`config.mk`:
```
export PLATFORM = sky130hd
export DESIGN_NAME = tcm_dual_arb
export DESIGN_NICKNAME = d
export VERILOG_FILES = /design/src/rtl/tcm_arb_pkg.sv /design/src/rtl/tcm_arb_req_dec.sv /design/src/rtl/tcm_arb_bank_port.sv /design/src/rtl/tcm_arb_rd_ret.sv /design/src/rtl/tcm_dual_arb.sv
export SDC_FILE = /design/constraint.sdc
export NUM_CORES = 1
export LEC_CHECK = 0
export ABC_CLOCK_PERIOD_IN_PS = 4100
export BUFFER_PORTS_ARGS = -buffer_cell sky130_fd_sc_hd__buf_2
export CAP_MARGIN = 25
export CORE_AREA = 2 2 188 190
export DETAILED_ROUTE_END_ITERATION = 7
export DIE_AREA = 0 0 190 192
export GPL_ROUTABILITY_DRIVEN = 0
export GPL_TIMING_DRIVEN = 0
export MAX_ROUTING_LAYER = met4
export SKIP_LAST_GASP = 1
export SLEW_MARGIN = 5
export SYNTH_ARGS = -nofsm -noshare
export SYNTH_HDL_FRONTEND = slang
export SYNTH_SLANG_ARGS = --single-unit
```
`constraint.sdc`:
```
create_clock -name clk -period 4.1 [get_ports clk]
set_clock_uncertainty 0.1 [all_clocks]
set_input_delay 1.025 -clock clk [delete_from_list [all_inputs] [get_ports clk]]
set_output_delay 1.025 -clock clk [all_outputs]
set_load 0.02 [all_outputs]
```
`src/rtl/tcm_arb_pkg.sv`:
```
package tcm_arb_pkg;
   // byte offset within a 32-bit word sits below the bank select
   localparam int unsigned WORD_OFS_BITS = 2;
   localparam int unsigned LANE_W        = 8;
   localparam int unsigned NUM_PORTS     = 2;
endpackage

```
`src/rtl/tcm_arb_req_dec.sv`:
```
module tcm_arb_req_dec
   import tcm_arb_pkg::*;
#(
   parameter int unsigned ADDR_W = 12,
   parameter int unsigned BANK_W = 2,
   parameter int unsigned IDX_W  = ADDR_W - WORD_OFS_BITS - BANK_W
) (
   input  logic [ADDR_W-1:0] addr,
   output logic [BANK_W-1:0] bank,
   output logic [IDX_W-1:0]  idx
);
   logic unused_ofs;

   assign bank       = addr[WORD_OFS_BITS +: BANK_W];
   assign idx        = addr[WORD_OFS_BITS + BANK_W +: IDX_W];
   assign unused_ofs = ^addr[WORD_OFS_BITS-1:0];
endmodule

```
`src/rtl/tcm_arb_bank_port.sv`:
```
module tcm_arb_bank_port
   import tcm_arb_pkg::*;
#(
   parameter int unsigned DATA_W = 32,
   parameter int unsigned IDX_W  = 8,
   localparam int unsigned STRB_W = DATA_W / LANE_W
) (
   input  logic              hit0,
   input  logic              hit1,
   input  logic              we0,
   input  logic              we1,
   input  logic [STRB_W-1:0] be0,
   input  logic [STRB_W-1:0] be1,
   input  logic [IDX_W-1:0]  idx0,
   input  logic [IDX_W-1:0]  idx1,
   input  logic [DATA_W-1:0] wd0,
   input  logic [DATA_W-1:0] wd1,
   output logic              en,
   output logic              we,
   output logic [STRB_W-1:0] be,
   output logic [IDX_W-1:0]  idx,
   output logic [DATA_W-1:0] wdata
);
   logic st0, st1;

   assign st0 = hit0 & we0;
   assign st1 = hit1 & we1;
   assign en  = hit0 | hit1;
   assign we  = st0 | st1;
   // both hits on one bank only happen for the same word
   assign idx = hit0 ? idx0 : idx1;

   for (genvar ln = 0; ln < STRB_W; ln++) begin : g_lane
      logic take0, take1;
      assign take0 = st0 & be0[ln];
      assign take1 = st1 & be1[ln];
      assign be[ln] = take0 | take1;
      assign wdata[ln*LANE_W +: LANE_W] = take1 ? wd1[ln*LANE_W +: LANE_W]
                                                : wd0[ln*LANE_W +: LANE_W];
   end
endmodule

```
`src/rtl/tcm_arb_rd_ret.sv`:
```
module tcm_arb_rd_ret #(
   parameter int unsigned NBANK  = 4,
   parameter int unsigned BANK_W = 2,
   parameter int unsigned DATA_W = 32
) (
   input  logic                    clk,
   input  logic                    rst_n,
   input  logic                    take,
   input  logic [BANK_W-1:0]       bank,
   input  logic [NBANK*DATA_W-1:0] bk_rdata,
   output logic                    rvalid,
   output logic [DATA_W-1:0]       rdata
);
   logic [BANK_W-1:0] bank_q;

   always_ff @(posedge clk or negedge rst_n) begin
      if (!rst_n) begin
         rvalid <= 1'b0;
         bank_q <= '0;
      end else begin
         rvalid <= take;
         if (take) bank_q <= bank;
      end
   end

   assign rdata = bk_rdata[int'(bank_q)*DATA_W +: DATA_W];
endmodule

```
`src/rtl/tcm_dual_arb.sv`:
```
module tcm_dual_arb
   import tcm_arb_pkg::*;
#(
   parameter int unsigned ADDR_W = 12,
   parameter int unsigned DATA_W = 32,
   parameter int unsigned NBANK  = 4,
   localparam int unsigned BANK_W = $clog2(NBANK),
   localparam int unsigned IDX_W  = ADDR_W - WORD_OFS_BITS - BANK_W,
   localparam int unsigned STRB_W = DATA_W / LANE_W
) (
   input  logic                    clk,
   input  logic                    rst_n,
   input  logic                    p0_valid,
   output logic                    p0_ready,
   input  logic [ADDR_W-1:0]       p0_addr,
   input  logic                    p0_we,
   input  logic [STRB_W-1:0]       p0_be,
   input  logic [DATA_W-1:0]       p0_wdata,
   output logic                    p0_rvalid,
   output logic [DATA_W-1:0]       p0_rdata,
   input  logic                    p1_valid,
   output logic                    p1_ready,
   input  logic [ADDR_W-1:0]       p1_addr,
   input  logic                    p1_we,
   input  logic [STRB_W-1:0]       p1_be,
   input  logic [DATA_W-1:0]       p1_wdata,
   output logic                    p1_rvalid,
   output logic [DATA_W-1:0]       p1_rdata,
   output logic [NBANK-1:0]        bk_en,
   output logic [NBANK-1:0]        bk_we,
   output logic [NBANK*STRB_W-1:0] bk_be,
   output logic [NBANK*IDX_W-1:0]  bk_idx,
   output logic [NBANK*DATA_W-1:0] bk_wdata,
   input  logic [NBANK*DATA_W-1:0] bk_rdata
);
   // ---------------- elaboration checks ----------------
   if (NBANK < 2 || (NBANK & (NBANK - 1)) != 0) begin : g_bad_nbank
      $error("NBANK must be a power of two of at least 2");
   end
   if (DATA_W % LANE_W != 0 || DATA_W > 32 || DATA_W < LANE_W) begin : g_bad_data
      $error("DATA_W must be 8, 16, 24 or 32");
   end
   if (ADDR_W <= WORD_OFS_BITS + BANK_W) begin : g_bad_addr
      $error("ADDR_W leaves no word index bits");
   end

   // ---------------- request decode ----------------
   logic [ADDR_W-1:0] addr_v [NUM_PORTS];
   logic [BANK_W-1:0] bank_v [NUM_PORTS];
   logic [IDX_W-1:0]  idx_v  [NUM_PORTS];

   assign addr_v[0] = p0_addr;
   assign addr_v[1] = p1_addr;

   for (genvar p = 0; p < NUM_PORTS; p++) begin : g_dec
      tcm_arb_req_dec #(.ADDR_W(ADDR_W), .BANK_W(BANK_W), .IDX_W(IDX_W)) dec_i (
         .addr (addr_v[p]),
         .bank (bank_v[p]),
         .idx  (idx_v[p])
      );
   end

   // ---------------- grant logic ----------------
   logic [NBANK-1:0] st_q, st_d;
   logic raw0, raw1, clash, g0, g1;

   assign raw0  = p0_valid & ~p0_we & st_q[bank_v[0]];
   assign raw1  = p1_valid & ~p1_we & st_q[bank_v[1]];
   assign g0    = p0_valid & ~raw0;
   assign clash = g0 & (bank_v[1] == bank_v[0]) & (idx_v[1] != idx_v[0]);
   assign g1    = p1_valid & ~raw1 & ~clash;

   assign p0_ready = g0;
   assign p1_ready = g1;

   always_ff @(posedge clk or negedge rst_n) begin
      if (!rst_n) st_q <= '0;
      else        st_q <= st_d;
   end

   // ---------------- per-bank drive ----------------
   for (genvar b = 0; b < NBANK; b++) begin : g_bank
      logic hit0, hit1;
      assign hit0 = g0 & (bank_v[0] == BANK_W'(b));
      assign hit1 = g1 & (bank_v[1] == BANK_W'(b));
      assign st_d[b] = (hit0 & p0_we) | (hit1 & p1_we);

      tcm_arb_bank_port #(.DATA_W(DATA_W), .IDX_W(IDX_W)) bp_i (
         .hit0  (hit0),
         .hit1  (hit1),
         .we0   (p0_we),
         .we1   (p1_we),
         .be0   (p0_be),
         .be1   (p1_be),
         .idx0  (idx_v[0]),
         .idx1  (idx_v[1]),
         .wd0   (p0_wdata),
         .wd1   (p1_wdata),
         .en    (bk_en[b]),
         .we    (bk_we[b]),
         .be    (bk_be[b*STRB_W +: STRB_W]),
         .idx   (bk_idx[b*IDX_W +: IDX_W]),
         .wdata (bk_wdata[b*DATA_W +: DATA_W])
      );
   end

   // ---------------- read return ----------------
   tcm_arb_rd_ret #(.NBANK(NBANK), .BANK_W(BANK_W), .DATA_W(DATA_W)) ret0_i (
      .clk      (clk),
      .rst_n    (rst_n),
      .take     (g0 & ~p0_we),
      .bank     (bank_v[0]),
      .bk_rdata (bk_rdata),
      .rvalid   (p0_rvalid),
      .rdata    (p0_rdata)
   );

   tcm_arb_rd_ret #(.NBANK(NBANK), .BANK_W(BANK_W), .DATA_W(DATA_W)) ret1_i (
      .clk      (clk),
      .rst_n    (rst_n),
      .take     (g1 & ~p1_we),
      .bank     (bank_v[1]),
      .bk_rdata (bk_rdata),
      .rvalid   (p1_rvalid),
      .rdata    (p1_rdata)
   );

   // ---------------- assertions ----------------
   AST_SPLIT_STORES_PAIR: assert property (@(posedge clk) disable iff (!rst_n)
      (p0_valid && p1_valid && p0_we && p1_we && p0_addr[3:2] != p1_addr[3:2])
      |-> (p0_ready && p1_ready));

   AST_BANK_LOAD_MAX2: assert property (@(posedge clk) disable iff (!rst_n)
      $countones(bk_en) <= 2);

   AST_NO_WORD_CLASH: assert property (@(posedge clk) disable iff (!rst_n)
      (p0_valid && p0_ready && p1_valid && p1_ready && p0_addr[3:2] == p1_addr[3:2])
      |-> (p0_addr[ADDR_W-1:4] == p1_addr[ADDR_W-1:4]));

   AST_P0_STORE_FREE: assert property (@(posedge clk) disable iff (!rst_n)
      (p0_valid && p0_we) |-> p0_ready);

   AST_SAME_WORD_STORES: assert property (@(posedge clk) disable iff (!rst_n)
      (p0_valid && p1_valid && p0_we && p1_we && p0_addr[ADDR_W-1:2] == p1_addr[ADDR_W-1:2])
      |-> (p0_ready && p1_ready));

   AST_RAW_HOLD_P0: assert property (@(posedge clk) disable iff (!rst_n)
      (p0_valid && p0_ready && p0_we)
      |=> !(p0_valid && !p0_we && p0_ready && p0_addr[3:2] == $past(p0_addr[3:2])));

   AST_RAW_HOLD_P1: assert property (@(posedge clk) disable iff (!rst_n)
      (p0_valid && p0_ready && p0_we)
      |=> !(p1_valid && !p1_we && p1_ready && p1_addr[3:2] == $past(p0_addr[3:2])));

   AST_RVALID_P0: assert property (@(posedge clk) disable iff (!rst_n)
      (p0_valid && p0_ready && !p0_we) |=> p0_rvalid);

   AST_NO_SPURIOUS_P0: assert property (@(posedge clk) disable iff (!rst_n)
      !(p0_valid && p0_ready && !p0_we) |=> !p0_rvalid);

   AST_RVALID_P1: assert property (@(posedge clk) disable iff (!rst_n)
      (p1_valid && p1_ready && !p1_we) |=> p1_rvalid);

   AST_NO_SPURIOUS_P1: assert property (@(posedge clk) disable iff (!rst_n)
      !(p1_valid && p1_ready && !p1_we) |=> !p1_rvalid);
endmodule

```
==> flow_summary.ini <==
[status]
outcome = completed

[critical_path]
crit_slowest_cell = nor3_1
regToRegSetupSlack_ns = 1.65
critPathCaptureType = output port
cp.arrival_ns = 2.93
cp.buffers_inverters = 4
cp_max_fo = 9
worstSetupPathType = primary input to output port
cpPeakStageDelay_ns = 0.36
worstPathRequired_ns = 2.97
cp_cell_sequence = clkbuf_4 -> mux2i_4 -> o221ai_4 -> buf_4 -> nor3_1 -> o21ai_4 -> buf_12 -> mux2_2 -> buf_2
cp-start-kind = primary input
cp_top_family = buffers and inverters

[drt]
postRouteAntennaNets = 0
vias_per_cell = 4.330
drt_iter0_drc = 172
wl_mm = 27.93
wl_per_cell_um = 20.40
dr.pass1.iters = 4
drc = 0
vias = 5928

[logic_synthesis]
yosysUniqueCellTypes = 36
synth.cell_area_mm2 = 0.004602
synth.avg_cell_area_um2 = 11.62
syn_nets = 626
postSynthCellCount = 396
ys_ff_latch = 10
yosysWarnings = 0
ys_seq_area_frac = 0.05438

[floorplanning]
io_pins = 482
num_rows = 68
die_h_um = 192
die-area_mm2 = 0.03648
dieWidth_um = 190
start_util = 0.1342
core_area_mm2 = 0.03429

[grt]
antenna_found_initial = 7
grt_start_max_net_pins = 11
grt_overflow = 0
grt_pass1_wl_mm = 36.78
grtUsageTotal = 0.1412
grt_pass1_vias = 5894

[timing]
finalSetupViolations = 0
relSlewSlack = 0.3763
finalMaxSlewViolations = 0
fin_setup_tns_ns = 0
hold_violations = 0
post-route-period-util = 0.9893
tightest_slew_ns = 0.9322
rsz0062_at_grt = yes
period_needed_ns = 4.056
clock.fmax_mhz = 246.5

[place]
placed_cells = 1330
placed_area_mm2 = 0.007599
dp_hpwl_mm = 23.83
portBuffers = 476

[clock_tree]
cts_made_buffers = 3
cts_tree = built
cts_buffer_depth = 2
clk_pin_slew_ns = 0.04
clock_sinks = 10
clk_latency_ns = 0.24
hold_buffers = 0
root_buffer = clkbuf_16
htreeDepth = 1

[layout]
final_area_mm2 = 0.008285
layout_common_cells = buf_2, mux2_2, mux4_2
layout.cells.non_filler = 1369
final_nets = 1139
drive_gt1_frac = 0.8809
area_delta_synth_final_pct = 80.04
final_common_cell = buf_2

[power_and_ir_drop]
p_leak_nw = 3.883
vdd_drop_max_uv = 123.0
power.density_mw_per_mm2 = 222.2

[hold_path]
hold_class = primary input to async pin

[run]
drv_cap = 0
[area by class of cell]
cell class              instances  area [µm²]
clock buffers                   3       75.07
plain buffers                  36       230.2
flip-flops and latches         10       250.2
diodes                          7       17.52
well taps                     455       569.3
multi-input cells             347        4279
inverters                       3       11.26
repair buffers                508        2853
fillers                      3733       26000
[path summary, 6_finish.rpt]
path,start,cells past startpoint,end
max reg2reg,st_q[3],6,ret1_i.bank_q[0]
max in group asynchronous,rst_n,1,ret0_i.bank_q[1]
min in group clk,p0_we,2,ret0_i.rvalid
min,rst_n,1,ret1_i.rvalid
min reg2reg,st_q[3],5,ret0_i.rvalid
max,p1_addr[3],9,bk_wdata[53]
[worst reg2reg max path: stages, from the launching register on]
cell and delay, ns:
dfrtp_1 0.39, mux4_2 0.47, nand2b_1 0.10, nand2_2 0.08, buf_6 0.17, o21ai_0 0.60
mux2_2 0.41
[cells by family after synthesis]
| logic type | count (synthesis) | share of synthesized area |
|---|---|---|
| flip-flops | 10 | 0.05438 |
| multiplexers | 231 | 0.7238 |
| XOR/XNOR | 10 | 0.01903 |
| AO/OA/AOI/OAI | 28 | 0.06390 |
| AND/OR/NAND/NOR | 78 | 0.09108 |
| buffers and inverters | 39 | 0.04785 |
[cell usage after synthesis (all sizes together)]
| cell | n | area share |
|---|---|---|
| or3 | 1 | 0.0014 |
| nand2b | 4 | 0.0054 |
| nand3b | 4 | 0.0082 |
| o211ai | 1 | 0.0016 |
| nor3b | 2 | 0.0033 |
| mux2 | 164 | 0.40 |
| nand4 | 2 | 0.0027 |
| nor4 | 4 | 0.0054 |
| buf | 24 | 0.036 |
| o31ai | 1 | 0.0016 |
| mux2i | 2 | 0.0044 |
| nor3 | 13 | 0.023 |
| nand2 | 41 | 0.034 |
| o21ai | 20 | 0.046 |
| nand3 | 2 | 0.0033 |
| inv | 3 | 0.0024 |
| mux4 | 65 | 0.32 |
| clkbuf | 12 | 0.0098 |
| xnor2 | 10 | 0.019 |
| o221ai | 1 | 0.0057 |
| o21bai | 4 | 0.0073 |
| or2 | 1 | 0.0014 |
| dfrtp | 10 | 0.054 |
| o22ai | 1 | 0.0014 |
| nor2 | 4 | 0.0033 |
[sequential cells by signal, indices dropped and copies added (netlist names)]
register,cells
ret1_i.bank_q,2
ret0_i.bank_q,2
ret1_i.rvalid,1
ret0_i.rvalid,1
st_q,4
[what timing repair did]
action	4_1_cts	5_1_grt
gates cloned	0	1
pin swaps	11	11
resized for setup	6	21
setup endpoints to repair	132	124
setup buffers	13	15
[layer usage]
| layer | routed length (µm) | global-route usage | vias to the layer above |
|---|---|---|---|
| met3 | 2081 | 0.02521 | 26 |
| li1 | - | - | 2636 |
| met2 | 14970 | 0.2734 | 379 |
| met4 | 734 | 0.03936 | 0 |
| met5 | 0 | - | - |
| met1 | 10140 | 0.1451 | 2887 |
[where the power goes]
part	leakage (nW)	switching [mW]	internal (mW)
registers	0.127	0.00556	0.110
logic	3.72	0.901	0.656
clock network	0.0370	0.0435	0.126
[stage by stage]
step	total power, mW	setup slack, ns	utilization	hold slack, ns
2_1_floorplan	1.050	0.3909	-	0.6294
3_3_place_gp	1.629	-0.5613	0.2203	0.7914
3_5_place_dp	1.635	-0.2827	0.2216	0.8022
4_1_cts	1.832	-0.1801	0.2314	0.5507
5_1_grt	1.936	-0.02154	0.2416	0.5548
6_report	1.841	0.04393	0.2416	0.5509
(Power assumes the default switching activity.)
